## src/rtl/bpm_pkg.sv

```systemverilog
package bpm_pkg;

  typedef enum logic [1:0] {
    PS_D0    = 2'b00,
    PS_D1    = 2'b01,
    PS_D2    = 2'b10,
    PS_D3HOT = 2'b11
  } pwrState_e;

  typedef enum logic [1:0] {
    FS_ON,
    FS_SLEEP,
    FS_WAKE,
    FS_RST
  } pmFsm_e;

  // Strobes from control to datapath
  typedef struct packed {
    logic      loadState;
    pwrState_e newState;
    logic      clkOff;
    logic      clkOn;
    logic      softRst;
  } pmStrobe_t;

  localparam int PS_LSB    = 0;
  localparam int WAKE_BIT  = 8;
  localparam int B2_BIT    = 22;
  localparam int STRAP_BIT = 23;

endpackage

```

## src/rtl/bpm_ctrl.sv

```systemverilog
module bpm_ctrl
  import bpm_pkg::*;
(
  input  logic      clk,
  input  logic      rstN,
  input  logic      wrPmcsr,
  input  logic [1:0] reqState,
  input  logic      clkCtlStrap,
  output pmStrobe_t strobe,
  output logic      busy,
  output logic      inD3
);

  pmFsm_e fsmQ, fsmD;

  always_comb begin
    fsmD             = fsmQ;
    strobe           = '0;
    strobe.newState  = PS_D0;
    unique case (fsmQ)
      FS_ON: begin
        if (wrPmcsr && reqState == PS_D3HOT) begin
          strobe.loadState = 1'b1;
          strobe.newState  = PS_D3HOT;
          strobe.clkOff    = clkCtlStrap;
          fsmD             = FS_SLEEP;
        end
      end
      FS_SLEEP: begin
        if (wrPmcsr && reqState == PS_D0) begin
          strobe.loadState = 1'b1;
          strobe.newState  = PS_D0;
          strobe.clkOn     = 1'b1;
          fsmD             = FS_WAKE;
        end
      end
      FS_WAKE: fsmD = FS_RST;
      FS_RST: begin
        strobe.softRst = 1'b1;
        fsmD           = FS_ON;
      end
      default: fsmD = FS_ON;
    endcase
  end

  always_ff @(posedge clk or negedge rstN) begin
    if (!rstN) fsmQ <= FS_ON;
    else       fsmQ <= fsmD;
  end

  assign busy = (fsmQ == FS_WAKE) || (fsmQ == FS_RST);
  assign inD3 = (fsmQ == FS_SLEEP);

  AST_PULSE_SINGLE: assert property (@(posedge clk) disable iff (!rstN)
    strobe.softRst |=> !strobe.softRst);
  AST_PULSE_AFTER_WAKE: assert property (@(posedge clk) disable iff (!rstN)
    strobe.softRst |-> $past(fsmQ) == FS_WAKE);

endmodule

```

## src/rtl/bpm_regs.sv

```systemverilog
module bpm_regs
  import bpm_pkg::*;
#(
  parameter int                DATA_W       = 32,
  parameter int                ADDR_W       = 8,
  parameter int                NUM_SEC_CLK  = 5,
  parameter logic [ADDR_W-1:0] PMCSR_ADDR   = 'h44,
  parameter logic [ADDR_W-1:0] SCRATCH_ADDR = 'h48
) (
  input  logic                   clk,
  input  logic                   rstN,
  input  pmStrobe_t              strobe,
  input  logic                   wrAcc,
  input  logic [ADDR_W-1:0]      addr,
  input  logic [DATA_W-1:0]      wrData,
  input  logic                   clkCtlStrap,
  output logic [DATA_W-1:0]      rdData,
  output logic [NUM_SEC_CLK-1:0] secClkEn,
  output logic                   secBusB2
);

  pwrState_e         stateQ;
  logic              clkEnQ;
  logic              wakeEnQ;
  logic [DATA_W-1:0] scratchQ;

  logic hitPmcsr, hitScratch;
  assign hitPmcsr   = (addr == PMCSR_ADDR);
  assign hitScratch = (addr == SCRATCH_ADDR);

  always_ff @(posedge clk or negedge rstN) begin
    if (!rstN) begin
      stateQ <= PS_D0;
      clkEnQ <= 1'b1;
    end else if (strobe.softRst) begin
      stateQ <= PS_D0;
      clkEnQ <= 1'b1;
    end else begin
      if (strobe.loadState) stateQ <= strobe.newState;
      if (strobe.clkOff)      clkEnQ <= 1'b0;
      else if (strobe.clkOn)  clkEnQ <= 1'b1;
    end
  end

  always_ff @(posedge clk or negedge rstN) begin
    if (!rstN) begin
      wakeEnQ  <= 1'b0;
      scratchQ <= '0;
    end else if (strobe.softRst) begin
      wakeEnQ  <= 1'b0;
      scratchQ <= '0;
    end else if (wrAcc) begin
      if (hitPmcsr)   wakeEnQ  <= wrData[WAKE_BIT];
      if (hitScratch) scratchQ <= wrData;
    end
  end

  always_comb begin
    rdData = '0;
    if (hitPmcsr) begin
      rdData[PS_LSB +: 2] = stateQ;
      rdData[WAKE_BIT]    = wakeEnQ;
      rdData[B2_BIT]      = (stateQ == PS_D3HOT);
      rdData[STRAP_BIT]   = clkCtlStrap;
    end else if (hitScratch) begin
      rdData = scratchQ;
    end
  end

  for (genvar g = 0; g < NUM_SEC_CLK; g++) begin : gClkEn
    assign secClkEn[g] = clkEnQ;
  end

  assign secBusB2 = (stateQ == PS_D3HOT);

  AST_STATE_LEGAL: assert property (@(posedge clk) disable iff (!rstN)
    stateQ == PS_D0 || stateQ == PS_D3HOT);
  AST_GATE_NEEDS_STRAP: assert property (@(posedge clk) disable iff (!rstN)
    $fell(clkEnQ) |-> $past(clkCtlStrap));
  AST_CLK_LOW_ONLY_D3: assert property (@(posedge clk) disable iff (!rstN)
    !clkEnQ |-> stateQ == PS_D3HOT);
  AST_CLK_BEFORE_RST: assert property (@(posedge clk) disable iff (!rstN)
    strobe.softRst |-> clkEnQ && stateQ == PS_D0);

endmodule

```

## src/rtl/bridge_pwr_state.sv

```systemverilog
module bridge_pwr_state
  import bpm_pkg::*;
#(
  parameter int                DATA_W       = 32,
  parameter int                ADDR_W       = 8,
  parameter int                NUM_SEC_CLK  = 5,
  parameter logic [ADDR_W-1:0] PMCSR_ADDR   = 'h44,
  parameter logic [ADDR_W-1:0] SCRATCH_ADDR = 'h48
) (
  input  logic                   clk,
  input  logic                   rstN,
  input  logic                   wrEn,
  input  logic [ADDR_W-1:0]      addr,
  input  logic [DATA_W-1:0]      wrData,
  output logic [DATA_W-1:0]      rdData,
  input  logic                   clkCtlStrap,
  output logic [NUM_SEC_CLK-1:0] secClkEn,
  output logic                   chipRstPulse,
  output logic                   secRstN,
  output logic                   secBusB2
);

  localparam int MIN_DATA_W = STRAP_BIT + 1;
  if (DATA_W < MIN_DATA_W) begin : gWidthCheck
    initial $error("DATA_W too small for status fields");
  end

  pmStrobe_t strobe;
  logic      busy;
  logic      inD3;
  logic      wrAcc;
  logic      wrPmcsr;

  assign wrAcc   = wrEn && !busy;
  assign wrPmcsr = wrAcc && (addr == PMCSR_ADDR);

  bpm_ctrl u_ctrl (
    .clk         (clk),
    .rstN        (rstN),
    .wrPmcsr     (wrPmcsr),
    .reqState    (wrData[1:0]),
    .clkCtlStrap (clkCtlStrap),
    .strobe      (strobe),
    .busy        (busy),
    .inD3        (inD3)
  );

  bpm_regs #(
    .DATA_W       (DATA_W),
    .ADDR_W       (ADDR_W),
    .NUM_SEC_CLK  (NUM_SEC_CLK),
    .PMCSR_ADDR   (PMCSR_ADDR),
    .SCRATCH_ADDR (SCRATCH_ADDR)
  ) u_regs (
    .clk         (clk),
    .rstN        (rstN),
    .strobe      (strobe),
    .wrAcc       (wrAcc),
    .addr        (addr),
    .wrData      (wrData),
    .clkCtlStrap (clkCtlStrap),
    .rdData      (rdData),
    .secClkEn    (secClkEn),
    .secBusB2    (secBusB2)
  );

  // Secondary reset follows only the primary reset
  always_ff @(posedge clk or negedge rstN) begin
    if (!rstN) secRstN <= 1'b0;
    else       secRstN <= 1'b1;
  end

  assign chipRstPulse = strobe.softRst;

  AST_SECRST_QUIET: assert property (@(posedge clk) disable iff (!rstN)
    chipRstPulse |-> secRstN);
  AST_B2_MATCHES_FSM: assert property (@(posedge clk) disable iff (!rstN)
    secBusB2 == inD3);

endmodule

```

## config.mk

```make
export PLATFORM = sky130hd
export DESIGN_NAME = bridge_pwr_state
export DESIGN_NICKNAME = d
export VERILOG_FILES = /design/src/rtl/bpm_pkg.sv /design/src/rtl/bpm_ctrl.sv /design/src/rtl/bpm_regs.sv /design/src/rtl/bridge_pwr_state.sv
export SDC_FILE = /design/constraint.sdc
export NUM_CORES = 1
export LEC_CHECK = 0
export BUFFER_PORTS_ARGS = -buffer_cell sky130_fd_sc_hd__buf_2
export CORE_ASPECT_RATIO = 0.8
export CORE_UTILIZATION = 53
export DETAILED_ROUTE_END_ITERATION = 8
export GPL_ROUTABILITY_DRIVEN = 0
export PLACE_DENSITY = 0.85
export SLEW_MARGIN = 20
export SYNTH_ARGS = -nofsm -noshare
export SYNTH_HDL_FRONTEND = slang
export SYNTH_SLANG_ARGS = --single-unit
```

## constraint.sdc

```tcl
create_clock -name clk -period 5.31 [get_ports clk]
set_input_delay 0.2655 -clock clk [delete_from_list [all_inputs] [get_ports clk]]
set_output_delay 0.2655 -clock clk [all_outputs]
set_load 0.05 [all_outputs]
```

==> flow_metrics.tcl, run 1 <==
set metrics [dict create \
    drtIter0Drc 33 \
    final_core_util_pct 70.7 \
    synth_seq_area_share_pct 42.4 \
    ff2ff_setup_slack_ns 2.94 \
    ys.flop_type "dfrtp_1" \
    syn_nets 239 \
    via_count 1598 \
    synthMuxAreaShare_pct 22.4 \
    cts.reportedPaths.clkPinSlew_ns 0.07 \
    intPower_w 0.000926 \
    dieArea_um2 4510 \
    reg2regPathDepth 6 \
    grt_max_degree 39 \
    switching_share_pct 29.5 \
    post_cts_buffers 0 \
    worstSetupStartpointType "input pin" \
    wl_met3_um 254 \
    fmax_mhz 406 \
    viasPerCell 4.96 \
    crit_top_cell "buf_2" \
    rsz0062_at_grt "no" \
    dp_hpwl_mm 3.09 \
    switchingPower_w 0.000387 \
    ys_seq_elements 38 \
    status "completed" \
    slew_headroom_pct 32.7 \
    worstMarginPinSlew_ns 1.01 \
    hold_violations 0 \
    powerDensity_nw_per_um2 473 \
    crit_path_max_fanout 33 \
    core-area_um2 3930 \
    drcViolationCount 0 \
    wl_met2_mm 1.99 \
    die_w_um 74.8 \
    grt_overflow 0 \
    grt_antenna_before_repair 0 \
    nNetsFinal 314 \
    clk_latency_ns 0.29 \
    drv_cap 0 \
    firstDrtPassIters 4 \
    worstPathRequired_ns 5.04 \
    synth_top_family_by_area "simple AND/OR/NAND/NOR gates" \
    die_y_um 60.2 \
    critPathLaunch "addr[7]" \
    peakVddDrop_mv 0.356 \
    cts_htree_levels 2 \
    root_buffer "clkbuf_8" \
    worstSetupEndpointType "primary output" \
    grt_pass1_wl_mm 6.71 \
    cts_buffers 5 \
    worstHoldPathType "input pin to asynchronous set/reset pin" \
    first_global_vias 1469 \
    cts_resized 0 \
    cts_tree "yes" \
    synthArstFlopShare_pct 100 \
    fin_skew_ns 0.00367 \
    synth_compound_area_share_pct 4.06 \
    area_growth_pct 23.6 \
    worstSetupPathType "input pin to primary output" \
    ys_types 31 \
    final_cell_mix "buf_2, dfrtp_1, nor2b_1" \
    highest_layer "met4" \
    n_antenna_cell 0 \
    synth-xor-area-share_pct 0 \
    p_seq_share_pct 37.9 \
    wl_mm 4.35 \
    start_util_pct 57.2 \
    cp-endpoint "rdData[8]" \
    clock_power_share_pct 23.0 \
    rr_endpoint "u_ctrl.fsmQ[1]$_DFFE_PN0P_" \
    p_leak_nw 1.53 \
    avgSynthCellArea_um2 11.8 \
    finalSetupTns_ns 0 \
    grt.total_usage_pct 20.5 \
    cts_sinks 38 \
    synthAdderAreaFrac_pct 2.23 \
    synth_edf_count 0 \
    ys_warn_count 0 \
    cpPeakStageDelay_ns 0.92 \
    cp_data_arrival_time_ns 2.20 \
    power_frac_comb_pct 39.0 \
    final_common_cell "buf_2" \
    io_buffer_count 83 \
    ctsHoldBuffers 0 \
    cts.path.max_buffers 2 \
    wl_met1_mm 2.03 \
    crit_chain "buf_2 > nor4b_4 > and4b_1 > a22o_1 > buf_2" \
    slowest_stage "and4b_1" \
    r2r-start "u_ctrl.fsmQ[0]$_DFFE_PN0P_" \
    io_pins 84 \
    postSynthCellCount 191 \
    synth_area_um2 2250 \
    period_needed_ns 2.46 \
    maxSlewViolCount 0 \
    row_count 20 \
    wl_per_cell_um 13.5 \
    antenna_left 0 \
    fin_crit_sh_pct 46.4 \
    synthSimpleGateAreaFrac_pct 23.3 \
    layout-drive-gt1-share_pct 49.1 \
    setup_viol 0 \
]
-- cell type report --
class                      count  area, um^2
sequential                    38         952
clock inverter                 2        60.1
tap                           55        68.8
inverter                       3        11.3
fill                         320        1150
multi-input combinational    133        1170
clock buffer                   6        82.6
timing repair buffer          85         430
-- kinds of logic (layout without fill, tap and decap cells) --
group,Yosys count,after routing
AND/OR/NAND/NOR,83,83
flip-flops,38,38
multiplexers,35,35
buffers and inverters,20,96
AO/OA/AOI/OAI,10,10
adder cells (fa/ha/maj),4,4
other,1,1
-- registers in the layout, summed over array words and instances (netlist names) --
signal / flops
secRstN: 1
u_regs.wakeEnQ: 1
u_regs.clkEnQ: 1
u_regs.stateQ: 1
u_regs.scratchQ: 32
u_ctrl.fsmQ: 2
-- synth_stat cells, drive strengths merged, types with 2 or more instances --
cell type,n,area (um^2)
dfrtp,37,926
mux2,33,484
nor2b,33,206
and2,27,169
buf,11,88.8
nand2,10,37.5
clkbuf,6,22.5
ha,4,50.1
nand4,4,25.0
and4b,3,30.0
inv,3,11.3
a22o,2,17.5
mux2i,2,20.0
nor2,2,7.51
nor4b,2,32.5
-- critical path: cells and delay by family --
kind            cells  cell delay, ns
simple gates        2            1.26
buf+inv             2            0.37
compound gates      1            0.29
-- routing by layer --
metal  GRT usage [%]  up-vias
met3            4.55        7
met5               0        -
met1            27.1      741
li1                -      783
met4            7.28        0
met2            33.1       67
-- per-stage QoR --
step | power (W) | area [um^2] | hold WS (ns) | instances | worst slack (ns)
after floorplan | 0.000928 | 2250 | -0.0301 | 191 | 3.13
after global placement | 0.000992 | 2640 | 0.402 | 314 | 2.86
after detailed placement | 0.00102 | 2640 | 0.411 | 314 | 2.75
after CTS | 0.00132 | 2780 | 0.0853 | 322 | 2.80
after global routing | 0.00139 | 2780 | 0.132 | 322 | 2.70
final | 0.00131 | 2780 | 0.0534 | 322 | 2.85
-- worst min-delay path by stage --
stage,start,endpoint,slack (ns),cells after the start
floorplan,rstN,secRstN$_DFF_PN0_,-0.03,0
global placement,rstN,u_regs.scratchQ[31]$_DFFE_PN0P_,0.40,1
detailed placement,rstN,u_regs.scratchQ[31]$_DFFE_PN0P_,0.41,1
CTS,rstN,u_regs.scratchQ[31]$_DFFE_PN0P_,0.09,1
global route,rstN,u_regs.scratchQ[31]$_DFFE_PN0P_,0.13,1
finish,rstN,u_regs.scratchQ[31]$_DFFE_PN0P_,0.05,1
-- power groups by stage --
stage,logic (W),clock network (W),registers [W]
5_1_grt,0.000560,0.000316,0.000512
2_1_floorplan,0.000452,0,0.000475
4_1_cts,0.000519,0.000308,0.000498
3_5_place_dp,0.000515,0,0.000501
3_3_place_gp,0.000498,0,0.000494
6_report,0.000513,0.000302,0.000498
Note: power is estimated with default switching activity, not from simulation.
==> run 2, diff against run 1 <==
- ABC_AREA: unset -> 1
- CORE_UTILIZATION: 53 -> 47
- PLACE_DENSITY: 0.85 -> 0.79
- clock period: 5.31 -> 2.4 ns (I/O delays scaled with it)
==> run 2 against run 1 <==
  * Clock power rose by 34%
  * Register-to-register slack got worse by 2.3 ns
  * Area after synthesis fell by 14%
  * Setup slack worse by 2.2 ns
  * Largest cell class is now sequential cells
  * Largest power group is now registers
==> flow_metrics.tcl, run 2 <==
set metrics [dict create \
    firstDrtPassIters 4 \
    fin_crit_sh_pct 74.8 \
    wl_per_cell_um 11.2 \
    worstMarginPinSlew_ns 0.824 \
    via_count 1793 \
    worstHoldPathType "input pin to register" \
    drtIter0Drc 105 \
    setup_viol 0 \
    finalSetupTns_ns 0 \
    syn_nets 291 \
    synth_top_area_share_pct 48.1 \
    ctsHoldBuffers 1 \
    yosys.area.top_type "dfrtp_1" \
    place_area_um2 2320 \
    ys_seq_elements 38 \
    cts.reportedPaths.clkPinSlew_ns 0.07 \
    finalNonFillerCells 375 \
    ff2ff_setup_slack_ns 0.61 \
    highest_layer "met4" \
    grt.total_usage_pct 20.9 \
    avgSynthCellArea_um2 7.92 \
    synthArstFlopShare_pct 100 \
    rsz0062_at_grt "no" \
    cts_resized 0 \
    ys_types 22 \
    synth_common_cells "inv_1, o21ai_0, nor2_1, dfrtp_1, nand3_1" \
    maxSlewViolCount 0 \
    synthAdderAreaFrac_pct 2.60 \
    slew_headroom_pct 45.1 \
    synthSimpleGateAreaFrac_pct 21.4 \
    dieArea_um2 4360 \
    period_needed_ns 1.79 \
    fmax_mhz 557 \
    io_pins 84 \
    ys.flop_type "dfrtp_1" \
    grt_antenna_before_repair 0 \
    core-area_um2 3850 \
    synth.most_common_cell "inv_1" \
    worstSetupStartpointType "register" \
    synth-xor-area-share_pct 0 \
    final_common_cell "buf_2" \
    cts_tree "yes" \
    grt_pass1_wl_mm 6.88 \
    first_global_vias 1644 \
    area_growth_pct 25.3 \
    wl_mm 4.19 \
    min_to "u_regs.scratchQ[11]$_DFFE_PN0P_" \
    powerDensity_nw_per_um2 899 \
    stdcell_area_um2 2410 \
    crit_path_max_fanout 64 \
    hold_path_depth 3 \
    antenna_left 0 \
    largest_reg_flops 32 \
    cts_htree_levels 2 \
    synth_compound_area_share_pct 12.5 \
    regMostFlops "u_regs.scratchQ" \
    viasPerCell 4.78 \
    reg.largest.list "u_regs.scratchQ (32), u_ctrl.fsmQ (2)" \
    synth_edf_count 0 \
    post_cts_buffers 0 \
    reg2regPathDepth 6 \
    drv_cap 0 \
    status "completed" \
    synth_seq_area_share_pct 49.4 \
    ys_warn_count 0 \
    nNetsFinal 368 \
    clk_latency_ns 0.28 \
    wl_met1_mm 1.95 \
    grt_max_degree 65 \
    row_count 20 \
    worstHoldStart "wrData[11]" \
    synth_top_family_by_area "simple AND/OR/NAND/NOR gates" \
    peakVddDrop_mv 0.616 \
    grt_overflow 0 \
    n_antenna_cell 0 \
    cts_sinks 38 \
    wl_met2_mm 1.92 \
    drcViolationCount 0 \
    die_w_um 73.6 \
    fin_skew_ns 0.00257 \
    layout-drive-gt1-share_pct 30.0 \
    die_y_um 59.3 \
    cts.path.max_buffers 2 \
    synth_area_um2 1930 \
    yosys-top-cells-area "dfrtp_1, o21ai_0, nand3_1" \
    cp_data_arrival_time_ns 1.99 \
    io_buffer_count 83 \
    worstSetupEndpointType "register" \
    synthMuxAreaShare_pct 0 \
    worstPathRequired_ns 2.60 \
    root_buffer "clkbuf_8" \
    postSynthCellCount 243 \
    worstSetupPathType "register to register" \
    rr_endpoint "u_regs.scratchQ[7]$_DFFE_PN0P_" \
    cts_buffers 5 \
    hold_violations 0 \
    final_cell_mix "buf_2, inv_1, o21ai_0" \
    dp_hpwl_mm 2.92 \
    r2r-start "u_ctrl.fsmQ[0]$_DFFE_PN0P_" \
    place_inst 367 \
    wl_met3_um 255 \
    start_util_pct 50.0 \
    p_leak_nw 1.30 \
]
run 2: changes by cell type in the layout (fill, tap and decap cells not counted), moves of 27 or more:
cell     previous run  this run
nor2_1              2        38
nand3_1             0        34
inv_1               3        41
and2_1             27         0
o21ai_0             1        39
mux2_4             30         0
nor2b_1            33         0
run 2: routing by layer:
layer / GRT usage, % / vias to the layer above
li1: - / 910
met1: 26.7 / 818
met2: 34.6 / 57
met3: 5.10 / 8
met4: 7.97 / 0
met5: 0 / -
run 2: kinds of logic (layout without fill, tap and decap cells):
| kind of cell | after synthesis | count (layout) |
|---|---|---|
| buf+inv | 59 | 136 |
| flops | 38 | 38 |
| compound gates | 45 | 45 |
| fa+ha+maj | 4 | 4 |
| simple gates | 96 | 96 |
| other cells | 1 | 1 |
run 2: critical path, stage by stage (launching register included):
cell and delay [ns]:
dfrtp_1 0.44, ha_1 0.26, clkinv_1 0.14, a21boi_4 0.16, buf_4 0.45, nand3_1 0.13, o21ai_0 0.12
run 2: cell type report:
type,count,area (um^2)
Fill cell,374,1440
Sequential cell,38,952
Multi-Input combinational cell,146,707
Timing Repair Buffer,87,448
Inverter,42,158
Clock buffer,5,68.8
Tap cell,55,68.8
Clock inverter,2,10.0
run 2: stage by stage:
| stage | hold WS (ns) | setup WS [ns] | power [W] | utilization, % |
|---|---|---|---|---|
| 6_report | 0.0663 | 0.606 | 0.00217 | 62.6 |
| 5_1_grt | 0.0752 | 0.340 | 0.00237 | 62.6 |
| 4_1_cts | 0.0618 | 0.614 | 0.00219 | 62.6 |
| 3_5_place_dp | 0.266 | 0.632 | 0.00177 | 60.3 |
| 3_3_place_gp | 0.268 | 0.716 | 0.00174 | 60.3 |
| 2_1_floorplan | -0.176 | 0.392 | 0.00160 | - |
run 2: worst max-delay path by stage:
| stage | slack (ns) | cells after the start | from | end |
|---|---|---|---|---|
| 4_1_cts | 0.61 | 6 | u_ctrl.fsmQ[0]$_DFFE_PN0P_ | u_regs.scratchQ[19]$_DFFE_PN0P_ |
| 2_1_floorplan | 0.39 | 5 | u_ctrl.fsmQ[0]$_DFFE_PN0P_ | u_regs.scratchQ[10]$_DFFE_PN0P_ |
| 5_1_grt | 0.34 | 6 | u_ctrl.fsmQ[0]$_DFFE_PN0P_ | u_regs.scratchQ[22]$_DFFE_PN0P_ |
| 3_5_place_dp | 0.63 | 6 | u_ctrl.fsmQ[0]$_DFFE_PN0P_ | u_regs.scratchQ[1]$_DFFE_PN0P_ |
| 6_report | 0.61 | 6 | u_ctrl.fsmQ[0]$_DFFE_PN0P_ | u_regs.scratchQ[7]$_DFFE_PN0P_ |
| 3_3_place_gp | 0.72 | 6 | u_ctrl.fsmQ[0]$_DFFE_PN0P_ | u_regs.scratchQ[19]$_DFFE_PN0P_ |
run 2: where the power goes:
group          total [W]  switching (W)  internal, W  leakage (nW)
registers       0.000971      0.0000845     0.000887         0.482
clock network   0.000405       0.000210     0.000195        0.0438
logic           0.000792       0.000539     0.000253         0.777
